<file path="src/rtl/ipl_pkg.sv">
`timescale 1ns/1ps
// Package: shared types for the interrupt priority level gate.
// Assumes: exactly one update source is chosen each cycle.
package ipl_pkg;
    // Source that drives the level register on the next edge
    typedef enum logic [1:0] {
        UPD_HOLD    = 2'd0,
        UPD_ACCEPT  = 2'd1,
        UPD_RESTORE = 2'd2
    } upd_src_e;
endpackage

</file>
<file path="src/rtl/ipl_elig_cmp.sv">
`timescale 1ns/1ps
// Module: ipl_elig_cmp
// Decides combinationally whether a pending request outranks the current level.
// Assumes: levels are unsigned; a higher value means a higher priority.
module ipl_elig_cmp #(
    parameter int LVL_W = 3
) (
    input  logic             req_valid,
    input  logic [LVL_W-1:0] req_level,
    input  logic [LVL_W-1:0] cur_level,
    output logic             eligible
);
    logic above;

    // Strict comparison: an equal level is rejected
    always_comb begin
        above    = (req_level > cur_level);
        eligible = req_valid && above;
    end
endmodule

</file>
<file path="src/rtl/ipl_level_reg.sv">
`timescale 1ns/1ps
// Module: ipl_level_reg
// Holds the current priority level and loads it from the chosen source.
// Assumes: synchronous active-low reset; the source select is already resolved.
module ipl_level_reg
    import ipl_pkg::*;
#(
    parameter int LVL_W = 3
) (
    input  logic             clk,
    input  logic             rst_n,
    input  upd_src_e         src,
    input  logic [LVL_W-1:0] take_level,
    input  logic [LVL_W-1:0] load_level,
    output logic [LVL_W-1:0] level_q
);
    logic [LVL_W-1:0] level_d;

    // Pick the next level from the update source
    always_comb begin
        unique case (src)
            UPD_ACCEPT:  level_d = take_level;
            UPD_RESTORE: level_d = load_level;
            default:     level_d = level_q;
        endcase
    end

    // Level register, cleared by reset
    always_ff @(posedge clk) begin
        if (!rst_n) level_q <= '0;
        else        level_q <= level_d;
    end
endmodule

</file>
<file path="src/rtl/ipl_gate.sv">
`timescale 1ns/1ps
// Module: ipl_gate (top)
// Keeps the interrupt priority level, flags eligible requests, exposes the
// outgoing level for stacking, and swaps in the request level on acceptance.
// Assumes: accept is a one-cycle strobe from the sequencer; the level field of
// the restored status word starts at FIELD_LSB.
module ipl_gate
    import ipl_pkg::*;
#(
    parameter int LVL_W     = 3,
    parameter int WORD_W    = 16,
    parameter int FIELD_LSB = 8
) (
    input  logic              clk,
    input  logic              rst_n,
    input  logic              req_valid,
    input  logic [LVL_W-1:0]  req_level,
    input  logic              accept,
    input  logic              restore,
    input  logic [WORD_W-1:0] restore_word,
    output logic              eligible,
    output logic [LVL_W-1:0]  saved_level,
    output logic [LVL_W-1:0]  cur_level
);
    localparam int FIELD_MSB = FIELD_LSB + LVL_W - 1;

    upd_src_e         src;
    logic [LVL_W-1:0] field_level;
    logic             take;
    logic             unused_word_bits;

    // Only the level field of the word matters; the rest is folded away
    assign field_level      = restore_word[FIELD_MSB:FIELD_LSB];
    assign unused_word_bits = ^restore_word;

    ipl_elig_cmp #(.LVL_W(LVL_W)) u_cmp (
        .req_valid (req_valid),
        .req_level (req_level),
        .cur_level (cur_level),
        .eligible  (eligible)
    );

    // Acceptance outranks restore; a strobe with nothing eligible is dropped
    always_comb begin
        take = accept && eligible;
        if (take)         src = UPD_ACCEPT;
        else if (restore) src = UPD_RESTORE;
        else              src = UPD_HOLD;
    end

    ipl_level_reg #(.LVL_W(LVL_W)) u_reg (
        .clk        (clk),
        .rst_n      (rst_n),
        .src        (src),
        .take_level (req_level),
        .load_level (field_level),
        .level_q    (cur_level)
    );

    // The outgoing level is the register value ahead of the edge
    assign saved_level = cur_level;
endmodule

</file>
<file path="config.mk">
export PLATFORM = sky130hd
export DESIGN_NAME = ipl_gate
export DESIGN_NICKNAME = d
export VERILOG_FILES = /design/src/rtl/ipl_pkg.sv /design/src/rtl/ipl_elig_cmp.sv /design/src/rtl/ipl_level_reg.sv /design/src/rtl/ipl_gate.sv
export SDC_FILE = /design/constraint.sdc
export NUM_CORES = 1
export LEC_CHECK = 0
export BUFFER_PORTS_ARGS = -buffer_cell sky130_fd_sc_hd__buf_2
export CAP_MARGIN = 25
export CELL_PAD_IN_SITES_DETAIL_PLACEMENT = 1
export CELL_PAD_IN_SITES_GLOBAL_PLACEMENT = 1
export CORE_AREA = 2 2 39 41
export CTS_BUF_LIST = sky130_fd_sc_hd__clkbuf_8
export DETAILED_ROUTE_END_ITERATION = 7
export DIE_AREA = 0 0 41 43
export PLACE_DENSITY = 0.78
export SLEW_MARGIN = 20
export SYNTH_ARGS = -nofsm -noshare
export SYNTH_HDL_FRONTEND = slang
export SYNTH_SLANG_ARGS = --single-unit
</file>
<file path="constraint.sdc">
create_clock -name clk -period 4.5 [get_ports clk]
set_clock_uncertainty 0.1 [all_clocks]
set_input_delay 1.125 -clock clk [delete_from_list [all_inputs] [get_ports clk]]
set_output_delay 1.125 -clock clk [all_outputs]
set_load 0.05 [all_outputs]
</file>
-- Word level (Yosys, flattened, before mapping)
Cells that the tools add are included.
- order comparisons: 1
- mux-type cells: 3
- eq/ne operators: 2
- reductions and logical operators: 3
- operator list (operator ; number):
    3-bit one-hot mux with 2 select lines ; 1
    2-bit two-way mux ; 2
    3-bit greater-than comparator ; 1
    2-bit by 1-bit equality test with 1-bit output (second input constant) ; 1
    2-bit equality test (second input constant) ; 1
    1-bit logical AND ; 2
    2-bit nonzero test ; 1
- flip-flop bits (word level): 3
- output and inout port bits: 7

-- Longest topological paths before layout
- depth in word-level cells: 6
- depth in mapped cells: 6
- mapped depth without buffers: 6

-- Cells and area by module
Synthesis repeated with hierarchy kept, for this count alone.
- cell total of the unflattened synthesis: 30
- area, all modules: 279.0 um^2
- modules (own cells, without submodules) (module ; seq. area each (um^2) ; cells an instance ; times used ; area an instance (um^2)):
    ipl_level_reg ; 60.1 ; 14 ; 1 ; 158.9
    ipl_elig_cmp ; 0.0 ; 11 ; 1 ; 83.8
    ipl_gate ; 0.0 ; 5 ; 1 ; 36.3

-- Worst setup path before layout
Ideal clock, no wire load.
- path type: input port to output port
- start: input req_level[2]
- end: output eligible
- arrival: 1.969 ns
- slack: 1.306 ns
- cell stages on the path: 4
- buffers on the path: 0
- required time: 3.275 ns
- cell sequence: ha_1 > a21oi_1 > o21ai_2 > and3_2
- word-level cells in the longest chain between the ends: 2
- RTL lines (element ; line ; source):
    from (decl) ; ipl_gate.sv:17 ; input logic [LVL_W-1:0] req_level,
    3-bit greater-than comparator ; ipl_elig_cmp.sv:17 ; above = (req_level > cur_level);
    1-bit logical AND ; ipl_elig_cmp.sv:18 ; eligible = req_valid && above;
    to (decl) ; ipl_gate.sv:21 ; output logic eligible,
No other way between the ends.

-- Worst setup path in the final report
Same ends and word-level chain as after synthesis.

==> results.json <==
{
  "timing_worst_slew_pin_value_ns": 0.249,
  "synth_cell_types": 13,
  "critical_path.cell_chain": "buf_2 -> ha_1 -> a21oi_1 -> o21ai_2 -> and3_2 -> buf_2",
  "design.core.area_um2": 1380,
  "mostFrequentLayoutCells": "sky130_fd_sc_hd__buf_2 (17), sky130_fd_sc_hd__inv_1 (4), sky130_fd_sc_hd__nand2_1 (4)",
  "cts_repair_resize_count": 0,
  "layout-drive-gt1-share": 0.479,
  "setup_viol": 0,
  "boundaryPins": 31,
  "cts_buf_count": 3,
  "firstDrtPassIters": 2,
  "synth_cells": 30,
  "area.growth.synth_to_final_pct": 49.8,
  "placement.setup.worst_slack_ns": 1.06,
  "cts_max_level": 1,
  "startpoint": "req_level[2]",
  "syn-mean-instance-area_um2": 8.55,
  "min_delay_path_depth": 2,
  "post-cts-setup-buffers": 0,
  "root_buffer": "sky130_fd_sc_hd__clkbuf_8",
  "num_antenna_cells": 0,
  "grtUsageTotal": 0.0973,
  "global_route.overflow_total": 0,
  "antenna_found_initial": 0,
  "placement.io_buffers": 17,
  "routed_wl_um": 664,
  "cp_common_cell": "sky130_fd_sc_hd__buf_2",
  "vias_per_cell": 4.33,
  "crit_family": "adder cells",
  "power.static_leakage_uw": 0.000215,
  "num_vias": 277,
  "synth.net_count": 57,
  "worstSetupPathDepth": 6,
  "critical_path.slowest_cell": "sky130_fd_sc_hd__ha_1",
  "max-cap-violations": 0,
  "clkTransAtPathRegs_ns": 0.03,
  "drtIter0Drc": 2,
  "registers.top_by_ff_count": "u_reg.level_q",
  "yosys_register_bits": 3,
  "placementRows": 14,
  "final.period_utilization": 0.763,
  "max-vdd-ir-drop_mv": 0.167,
  "worst_setup_path_start_kind": "primary input",
  "num-nets-final": 76,
  "die_area_um2": 1760,
  "peak_per_stage_delay_on_the_critical_path_ns": 0.32,
  "clock_insertion_delay_worst_skew_ns": 0.22,
  "timing.max_slew.rel_slack": 0.835,
  "die_y_um": 43,
  "classification_of_the_worst_setup_path": "in2out",
  "numClockSinks": 3,
  "yosys_warnings": 0,
  "shortest_period_the_worst_path_allows_ns": 3.44,
  "cp.arrival_ns": 2.21,
  "grt_max_degree": 7,
  "r2r.worst_path.cells": 6,
  "first_pass_grt_wire_length_um": 959,
  "crit-reg2reg-launch": "u_reg.level_q[2]",
  "post_detail_place_hpwl_um": 531,
  "ff2ff_setup_slack_ns": 2.99,
  "rsz0062_at_grt": "false",
  "end_kind": "primary output",
  "drv_slew": 0,
  "max-clock-path-buffers": 2,
  "mostFrequentLayoutCell": "sky130_fd_sc_hd__buf_2",
  "power_density_nw_per_um2": 430,
  "total_negative_setup_slacks_ns": 0,
  "holdCritStartpoint": "u_reg.level_q[1]",
  "mappedNetlistArea_um2": 256,
  "max_freq_mhz": 291,
  "largest_reg_flops": 3,
  "ys_seq_area_frac": 0.234,
  "die_width_um": 41,
  "tritoncts": "done",
  "finalWorstSetupSlack_ns": 1.06,
  "cts_hold_buffers": 0,
  "ant_nets": 0,
  "critical_path_peak_fanout": 3,
  "run_status": "finished clean",
  "final-hold-violation-count": 0,
  "remaining_drc_errors": 0,
  "drt-wirelength-per-cell_um": 10.4,
  "critical_path_buf_inv_count": 2,
  "timing.hold.worst.class": "reg2reg",
  "biggestRegsByFlops": "u_reg.level_q (3)",
  "crit_required_ns": 3.27,
  "start_util": 0.185,
  "grt_pass1_vias": 240,
  "finalWeightedCongestion": 0.726,
  "layout.filler_cells": 176
}
==> per-layer routing <==
| layer | vias to the layer above | GRT usage | part of all wire |
|---|---|---|---|
| met5 | - | 0 | 0 |
| li1 | 141 | - | - |
| met4 | 0 | 0.120 | 0.059 |
| met2 | 13 | 0.100 | 0.42 |
| met3 | 4 | 0.0785 | 0.12 |
| met1 | 119 | 0.103 | 0.39 |
==> cell families (layout without fill, tap and decap cells) <==
group / after synthesis / after routing / synth area share
buf+inv: 6 / 24 / 0.132
simple gates: 10 / 10 / 0.229
fa+ha+maj: 3 / 3 / 0.146
mux: 3 / 3 / 0.117
flops: 3 / 3 / 0.234
compound gates: 5 / 5 / 0.141
==> where the power goes <==
part / switching, uW / internal [uW] / leakage [uW]
sequential: 2.47 / 29.7 / 0.0000250
clock: 19.4 / 58.2 / 0.0000269
combinational: 38.6 / 16.9 / 0.000163
==> worst reg2reg max path, cell delays in order, from the launching register on <==
cell and delay [ns]:
sky130_fd_sc_hd__dfxtp_1 0.36, sky130_fd_sc_hd__inv_1 0.06, sky130_fd_sc_hd__ha_1 0.30, sky130_fd_sc_hd__a21oi_1 0.18, sky130_fd_sc_hd__o21ai_2 0.08, sky130_fd_sc_hd__nand4_2 0.16
sky130_fd_sc_hd__mux2i_1 0.20
==> cell type report <==
class	instances	area, um^2	share of cell area
multi-input cells	21	163	0.423
well taps	16	20.0	0.0521
clock inverters	1	3.75	0.00977
flip-flops and latches	3	60.1	0.156
inverters	3	11.3	0.0293
repair buffers	17	85.1	0.221
clock buffers	3	41.3	0.107
==> synth_stat cells <==
cell type,number,area share
sky130_fd_sc_hd__nand2_1,4,0.059
sky130_fd_sc_hd__buf_4,3,0.088
sky130_fd_sc_hd__dfxtp_1,3,0.23
sky130_fd_sc_hd__ha_1,3,0.15
sky130_fd_sc_hd__inv_1,3,0.044
sky130_fd_sc_hd__mux2i_1,3,0.12
sky130_fd_sc_hd__nand2b_1,3,0.073
sky130_fd_sc_hd__o211ai_1,3,0.088
sky130_fd_sc_hd__a21oi_1,1,0.019
sky130_fd_sc_hd__and3_2,1,0.029
sky130_fd_sc_hd__nand3_1,1,0.019
sky130_fd_sc_hd__nand4_2,1,0.049
sky130_fd_sc_hd__o21ai_2,1,0.034
==> worst paths after layout <==
| kind | endpoint |
|---|---|
| setup / recovery | eligible |
| hold / removal | u_reg.level_q[1] |
| setup reg to reg | u_reg.level_q[2] |
| hold reg to reg | u_reg.level_q[1] |
==> per-stage QoR <==
stage                     std cells  power, uW  cell area, um^2  hold slack [ns]  utilization
final                            64        165              384            0.515        0.278
after detailed placement         60       88.6              339            0.518        0.245
after global placement           60       87.6              339            0.504        0.245
after CTS                        64        170              384            0.526        0.278
after floorplan                  30       77.0              256            0.724            -
after global routing             64        175              384            0.562        0.278
Power figures use the tool's default switching activity.
